$ cat src/rtl/acr_pkg.sv
package acr_pkg;

    localparam int MAX_BIT_DIV   = 4;
    localparam int MAX_FRAME_DIV = 128;
    localparam int MCNT_W        = $clog2(MAX_BIT_DIV);
    localparam int BCNT_W        = $clog2(MAX_FRAME_DIV);

    // bit4: bit divisor is 4 (else 2); fcode: 0 -> 32, 1 -> 64, 2 -> 128
    typedef struct packed {
        logic       bit4;
        logic [1:0] fcode;
    } div_cfg_t;

    function automatic logic [MCNT_W-1:0] bit_last(input logic bit4);
        return bit4 ? MCNT_W'(MAX_BIT_DIV - 1) : MCNT_W'(MAX_BIT_DIV / 2 - 1);
    endfunction

    function automatic logic [MCNT_W-1:0] bit_half(input logic bit4);
        return bit4 ? MCNT_W'(MAX_BIT_DIV / 2) : MCNT_W'(MAX_BIT_DIV / 4);
    endfunction

    function automatic logic [BCNT_W-1:0] frame_last(input logic [1:0] fcode);
        case (fcode)
            2'd0:    return BCNT_W'(MAX_FRAME_DIV / 4 - 1);
            2'd1:    return BCNT_W'(MAX_FRAME_DIV / 2 - 1);
            default: return BCNT_W'(MAX_FRAME_DIV - 1);
        endcase
    endfunction

    function automatic logic [BCNT_W-1:0] frame_half(input logic [1:0] fcode);
        case (fcode)
            2'd0:    return BCNT_W'(MAX_FRAME_DIV / 8);
            2'd1:    return BCNT_W'(MAX_FRAME_DIV / 4);
            default: return BCNT_W'(MAX_FRAME_DIV / 2);
        endcase
    endfunction

endpackage

$ cat src/rtl/acr_ratio_pick.sv
module acr_ratio_pick
    import acr_pkg::*;
#(
    parameter int                  RATIO_W  = 12,
    parameter logic [RATIO_W-1:0]  HI_LIMIT = RATIO_W'(384),
    parameter logic [RATIO_W-1:0]  LO_LIMIT = RATIO_W'(192)
) (
    input  logic               auto_mode,
    input  logic [RATIO_W-1:0] ratio,
    input  logic               man_bit4,
    input  logic [1:0]         man_fcode,
    output div_cfg_t           req_o
);

    always_comb begin
        if (auto_mode) begin
            if (ratio > HI_LIMIT) begin
                req_o.bit4  = 1'b1;
                req_o.fcode = 2'd2;
            end else if (ratio < LO_LIMIT) begin
                req_o.bit4  = 1'b0;
                req_o.fcode = 2'd1;
            end else begin
                req_o.bit4  = 1'b1;
                req_o.fcode = 2'd1;
            end
        end else begin
            req_o.bit4  = man_bit4;
            req_o.fcode = (man_fcode == 2'd3) ? 2'd2 : man_fcode;
        end
    end

endmodule

$ cat src/rtl/acr_div_core.sv
module acr_div_core
    import acr_pkg::*;
(
    input  logic     clk,
    input  logic     rst_n,
    input  logic     en,
    input  div_cfg_t req_i,
    output logic     sclk_o,
    output logic     fclk_o,
    output logic     btick_o,
    output logic     ftick_o
);

    typedef struct packed {
        logic              run;
        logic [MCNT_W-1:0] mcnt;
        logic [BCNT_W-1:0] bcnt;
        div_cfg_t          cfg;
        logic              sclk;
        logic              fclk;
        logic              btick;
        logic              ftick;
    } core_t;

    core_t state_d, state_q;

    always_comb begin
        state_d = state_q;
        if (!en) begin
            state_d     = '0;
            state_d.cfg = req_i;
        end else if (!state_q.run) begin
            state_d.run  = 1'b1;
            state_d.mcnt = '0;
            state_d.bcnt = '0;
            state_d.cfg  = req_i;
        end else if (state_q.mcnt == bit_last(state_q.cfg.bit4)) begin
            state_d.mcnt = '0;
            if (state_q.bcnt == frame_last(state_q.cfg.fcode)) begin
                state_d.bcnt = '0;
                state_d.cfg  = req_i;
            end else begin
                state_d.bcnt = state_q.bcnt + 1'b1;
            end
        end else begin
            state_d.mcnt = state_q.mcnt + 1'b1;
        end
        state_d.btick = state_d.run && (state_d.mcnt == '0);
        state_d.ftick = state_d.btick && (state_d.bcnt == '0);
        state_d.sclk  = state_d.run && (state_d.mcnt >= bit_half(state_d.cfg.bit4));
        state_d.fclk  = state_d.run && (state_d.bcnt >= frame_half(state_d.cfg.fcode));
    end

    always_ff @(posedge clk or negedge rst_n) begin
        if (!rst_n) state_q <= '0;
        else        state_q <= state_d;
    end

    assign sclk_o  = state_q.sclk;
    assign fclk_o  = state_q.fclk;
    assign btick_o = state_q.btick;
    assign ftick_o = state_q.ftick;

endmodule

$ cat src/rtl/audio_ratio_clkgen.sv
module audio_ratio_clkgen
    import acr_pkg::*;
#(
    parameter int                  RATIO_W  = 12,
    parameter logic [RATIO_W-1:0]  HI_LIMIT = RATIO_W'(384),
    parameter logic [RATIO_W-1:0]  LO_LIMIT = RATIO_W'(192)
) (
    input  logic               clk,
    input  logic               rst_n,
    input  logic               en,
    input  logic               auto_mode,
    input  logic [RATIO_W-1:0] ratio,
    input  logic               bit_div_sel,
    input  logic [1:0]         frame_div_sel,
    output logic               sclk_o,
    output logic               fclk_o,
    output logic               bit_tick,
    output logic               frame_tick
);

    div_cfg_t req_cfg;

    acr_ratio_pick #(
        .RATIO_W  (RATIO_W),
        .HI_LIMIT (HI_LIMIT),
        .LO_LIMIT (LO_LIMIT)
    ) i_pick (
        .auto_mode (auto_mode),
        .ratio     (ratio),
        .man_bit4  (bit_div_sel),
        .man_fcode (frame_div_sel),
        .req_o     (req_cfg)
    );

    acr_div_core i_core (
        .clk     (clk),
        .rst_n   (rst_n),
        .en      (en),
        .req_i   (req_cfg),
        .sclk_o  (sclk_o),
        .fclk_o  (fclk_o),
        .btick_o (bit_tick),
        .ftick_o (frame_tick)
    );

endmodule

$ cat config.mk
export PLATFORM = sky130hd
export DESIGN_NAME = audio_ratio_clkgen
export DESIGN_NICKNAME = d
export VERILOG_FILES = /design/src/rtl/acr_pkg.sv /design/src/rtl/acr_ratio_pick.sv /design/src/rtl/acr_div_core.sv /design/src/rtl/audio_ratio_clkgen.sv
export SDC_FILE = /design/constraint.sdc
export NUM_CORES = 1
export LEC_CHECK = 0
export BUFFER_PORTS_ARGS = -buffer_cell sky130_fd_sc_hd__buf_2
export CAP_MARGIN = 20
export CORE_ASPECT_RATIO = 0.8
export CORE_MARGIN = 1.5
export CORE_UTILIZATION = 48
export DETAILED_ROUTE_END_ITERATION = 8
export PLACE_DENSITY = 0.72
export SYNTH_ARGS = -nofsm -noshare
export SYNTH_HDL_FRONTEND = slang
export SYNTH_SLANG_ARGS = --single-unit
$ cat constraint.sdc
create_clock -name clk -period 2.53 [get_ports clk]
set_clock_uncertainty 0.05 [all_clocks]
set_input_delay 0.253 -clock clk [delete_from_list [all_inputs] [get_ports clk]]
set_output_delay 0.253 -clock clk [all_outputs]
set_load 0.01 [all_outputs]
* Word level (Yosys, flattened, before mapping) *
Cells that the tools add are included.
Widths: inputs -> output; s select.

word-level totals
  output and inout bits = 4
  input bits = 19
  bits in registers = 17
  word-level logic and storage cells = 45

cells by class
  equality and inequality tests = 5
  muxes and demuxes = 17
  reduce and logical (&&, ||, !) cells = 8
  $lt $le $gt $ge = 4
  $add $sub $neg = 2

operators with widths
  cell                 number
  $mux 7               4
  $pmux 7 s2           2
  $mux 13              1
  $gt 12x9->1 const B  1
  $lt 12x8->1 const B  1
  $mux 12              1
  $mux 3               4
  $mux 10              1
  $mux 2               4
  $add 7x1->7 const B  1
  $eq 7x7->1           1
  $ge 7x7->1           1
  $logic_not 7->1      1
  $logic_not 2->1      3
  $eq 2x1->1 const B   2
  $logic_and 1x1->1    4
  $add 2x1->2 const B  1
  $eq 2x2->1           1
  $eq 2x2->1 const B   1
  $ge 2x2->1           1

* Logic depth before layout (Yosys ltp) *
  depth in word-level cells = 14
  depth in mapped cells = 12
  depth with buffers taken out = 11

* Cells and area by module *
A second synthesis with hierarchy kept.

second synthesis, totals
  cell total of the unflattened synthesis = 116
  area total of the unflattened synthesis = 1091.0 um^2

by module, submodules not included
  module          instances  cells each  sequential area each (um^2)  area each (um^2)
  acr_div_core    1          106         425.4                        1023.5
  acr_ratio_pick  1          10          0.0                          67.6

* Worst setup path before layout *
Ideal clock, no wire load.

  path type = register to register
  from = reg i_core.state_q[8] (netlist name)
  to = reg i_core.state_q, in the netlist i_core.fclk_o
  setup time = 0.132 ns
  data required time = 2.348 ns
  clock period less this slack = 2.346 ns
  buffers on the path = 1
  arrival time = 2.164 ns
  cell stages (with the launch flop) = 13
  path slack = 0.184 ns
  cell sequence = dfrtp_1 > ha_1 > and4_1 > nand3_1 > o21bai_2 > buf_2 > o211ai_1 > o21ai_0 > ha_1 > nor2b_1 > o21a_1 > o21ai_0 > o21ai_0

RTL lines
  element                   RTL line            RTL
  start: declaration        acr_div_core.sv:25  core_t state_d, state_q;
  start signal: assignment  acr_div_core.sv:56  else state_q <= state_d;

==> results.sh <==
export IMPL_r2r_end="i_core.fclk_o$_DFF_PN0_"
export IMPL_clockBufferDepth=2
export IMPL_critical_path_top_delay_family="compound AO/OA/AOI/OAI gates"
export IMPL_grt_max_degree=18
export IMPL_synth_area_mm2=0.00108
export IMPL_grt_antenna_before_repair=0
export IMPL_muxShareOfSynthArea_pct=2.89
export IMPL_power_density_mw_per_mm2=404
export IMPL_syn_instance_count=114
export IMPL_cts_tree="yes"
export IMPL_io_buffers=22
export IMPL_maxSlewHeadroom_pct=73.8
export IMPL_worstSetupPathType="flop to flop"
export IMPL_num_vias=1045
export IMPL_outcome="finished clean"
export IMPL_die_area_mm2=0.00255
export IMPL_min_period_ps=2400
export IMPL_finalWeightedCongestion=0.842
export IMPL_start_kind="flop"
export IMPL_track_usage_pct=20.6
export IMPL_yosys_warnings=0
export IMPL_crit_start="i_core.state_q[8]$_DFF_PN0_"
export IMPL_synth_cell_types=40
export IMPL_tns_ps=0
export IMPL_rows=15
export IMPL_ir_drop_uv=283
export IMPL_rr_startpoint="i_core.state_q[8]$_DFF_PN0_"
export IMPL_crit_fanout=4
export IMPL_layout_nets=178
export IMPL_grt_pass1_wl_mm=4.00
export IMPL_synthArstFlopShare_pct=100
export IMPL_insertion_delay_ps=290
export IMPL_worstPathArrival_ps=2530
export IMPL_r2r_cells=10
export IMPL_ctsHtreeMaxLevel=1
export IMPL_clkTransAtPathRegs_ps=100
export IMPL_drv_slew=0
export IMPL_core_area_mm2=0.00214
export IMPL_max_stage_delay_ps=420
export IMPL_numCtsBuffers=3
export IMPL_leakagePower_nw=0.638
export IMPL_die_y_um=45.5
export IMPL_ant_nets=0
export IMPL_cts_sinks=17
export IMPL_wl_per_cell_um=15.3
export IMPL_critPathRequiredTime_ps=2660
export IMPL_crit_chain="buf_4 > nand4_1 > nor4_2 > o32ai_2 > a21oi_2 > ha_1 > nor2b_1 > o21a_1 > o21ai_1 > o21ai_0"
export IMPL_layout_drive_gt1_share_pct=40.8
export IMPL_via_per_inst=5.90
export IMPL_synth_top_family_by_area="simple AND/OR/NAND/NOR gates"
export IMPL_synth_ff_type="dfrtp_1"
export IMPL_hold_violations=0
export IMPL_cp_slowest_cell="dfrtp_1"
export IMPL_maxCapViolations=0
export IMPL_synth_edf_count=0
export IMPL_setup_violations=0
export IMPL_initial_core_util_pct=50.6
export IMPL_timing_hold_ws_ps=108
export IMPL_die_x_um=56.1
export IMPL_min_path_type="input pin to flop"
export IMPL_routed_wl_mm=2.70
export IMPL_area_growth_pct=30.1
export IMPL_nFillCells=172
export IMPL_crit_path_end="i_core.fclk_o$_DFF_PN0_"
export IMPL_synth_nets=139
export IMPL_timing_critical_path_buf_inv=1
export IMPL_io_pins=23
export IMPL_synth_simple_area_share_pct=23.8
export IMPL_drt_iter0_drc=13
export IMPL_overflow=0
export IMPL_tightest_slew_ps=393
export IMPL_fmax_ghz=0.417
export IMPL_path_depth=10
export IMPL_synthAdderAreaFrac_pct=6.93
export IMPL_drt_first_pass_iters=4
export IMPL_synth_compound_area_share_pct=19.6
export IMPL_grt_pass1_vias=942
export IMPL_synthXorXnorAreaFrac_pct=4.62
export IMPL_cts_root_buffer="clkbuf_4"
export IMPL_reg2reg_slack_ps=130
export IMPL_drc_errors=0
export IMPL_n_antenna_cell=0
export IMPL_syn_area_per_cell_um2=9.50
export IMPL_period_share_pct=94.7
export IMPL_ys_ff_latch=17
export IMPL_hpwl_mm=1.88
export IMPL_yosysSeqAreaShare_pct=39.3
export IMPL_crit_path_end_kind="flop"
==> kinds of logic (layout without fill, tap and decap cells) <==
kind of cell,count (synthesis),count (layout)
adders and majority gates,6,6
and+or+nand+nor,47,47
xor gates and xnor gates,4,4
buffers and inverters,6,44
muxes,3,3
AOI/OAI and AO/OA,31,31
DFF,17,17
==> what timing repair did <==
item,CTS,global route
setup endpoints to repair,1,1
hold endpoints to repair,17,0
pin swaps,0,4
gates resized for setup,2,13
hold buffers,1,0
setup buffers,0,7
==> flip-flops by register name, indices dropped and copies added (netlist names) <==
register        flops
i_core.btick_o      1
i_core.fclk_o       1
i_core.ftick_o      1
i_core.sclk_o       1
i_core.state_q     13
==> routing by layer <==
layer	vias to the layer above	track usage, %	part of all wire [%]
met5	-	0	0
met4	0	14.3	4.4
met3	19	6.82	6.7
met2	53	32.5	47
met1	475	24.3	42
li1	498	-	-
==> layout by cell type, fill, tap and decap left out, drive strengths merged, types with 5 or more instances in the layout <==
cell,netlist,routed
buf,2,35
dfrtp,17,17
nand2,12,12
a21oi,8,8
nand3,7,7
nor2,6,6
ha,6,6
o21a,5,5
nor3,5,5
o21ai,5,5
==> final cells by class <==
class / count / area [um2] / area share (%)
Sequential cell: 17 / 429 / 30.4
Tap cell: 25 / 31.3 / 2.22
Inverter: 4 / 15.0 / 1.06
Timing Repair Buffer: 36 / 218 / 15.4
Clock buffer: 3 / 22.5 / 1.60
Multi-Input combinational cell: 91 / 689 / 48.9
Clock inverter: 1 / 5.00 / 0.355
==> worst min path at each step <==
stage,startpoint,slack [ps],endpoint,cells after the start
2_1_floorplan,rst_n,-90,i_core.btick_o$_DFF_PN0_,0
3_3_place_gp,rst_n,150,i_core.state_q[9]$_DFF_PN0_,1
3_5_place_dp,rst_n,150,i_core.state_q[9]$_DFF_PN0_,1
4_1_cts,en,90,i_core.state_q[16]$_DFF_PN0_,1
5_1_grt,en,80,i_core.state_q[16]$_DFF_PN0_,1
6_report,en,110,i_core.state_q[16]$_DFF_PN0_,1
==> report_power, final <==
part / internal, mW / switching (mW)
registers: 0.284 / 0.0141
clock network: 0.0589 / 0.0916
logic: 0.0577 / 0.0633
total: 0.400 / 0.169
==> synthesized netlist by cell type, drive strengths merged (2+ instances only) <==
master	instances	area share, %
a21boi	2	1.4
a21oi	8	3.7
buf	2	1.5
dfrtp	17	39
ha	6	6.9
inv	4	1.4
mux2i	2	1.8
nand2	12	4.2
nand3	7	3.2
nand4	3	1.7
nor2	6	2.1
nor2b	3	1.7
nor3	5	2.8
nor4	4	3.5
o211ai	2	1.4
o21a	5	3.5
o21ai	5	2.3
o21ba	2	1.8
or3	2	1.3
xor2	3	3.1
==> through the flow <==
stage | setup WS [ps] | power [mW] | util [%] | instances | cell area (um2)
3_5_place_dp | -41.4 | 0.408 | 58.6 | 165 | 1250
2_1_floorplan | 184 | 0.360 | - | 114 | 1080
6_report | 133 | 0.569 | 65.9 | 177 | 1410
5_1_grt | -104 | 0.607 | 65.9 | 177 | 1410
3_3_place_gp | 127 | 0.405 | 58.6 | 165 | 1250
4_1_cts | 5.99 | 0.561 | 60.9 | 170 | 1300
No activity file was read; power rests on OpenSTA's default activity.
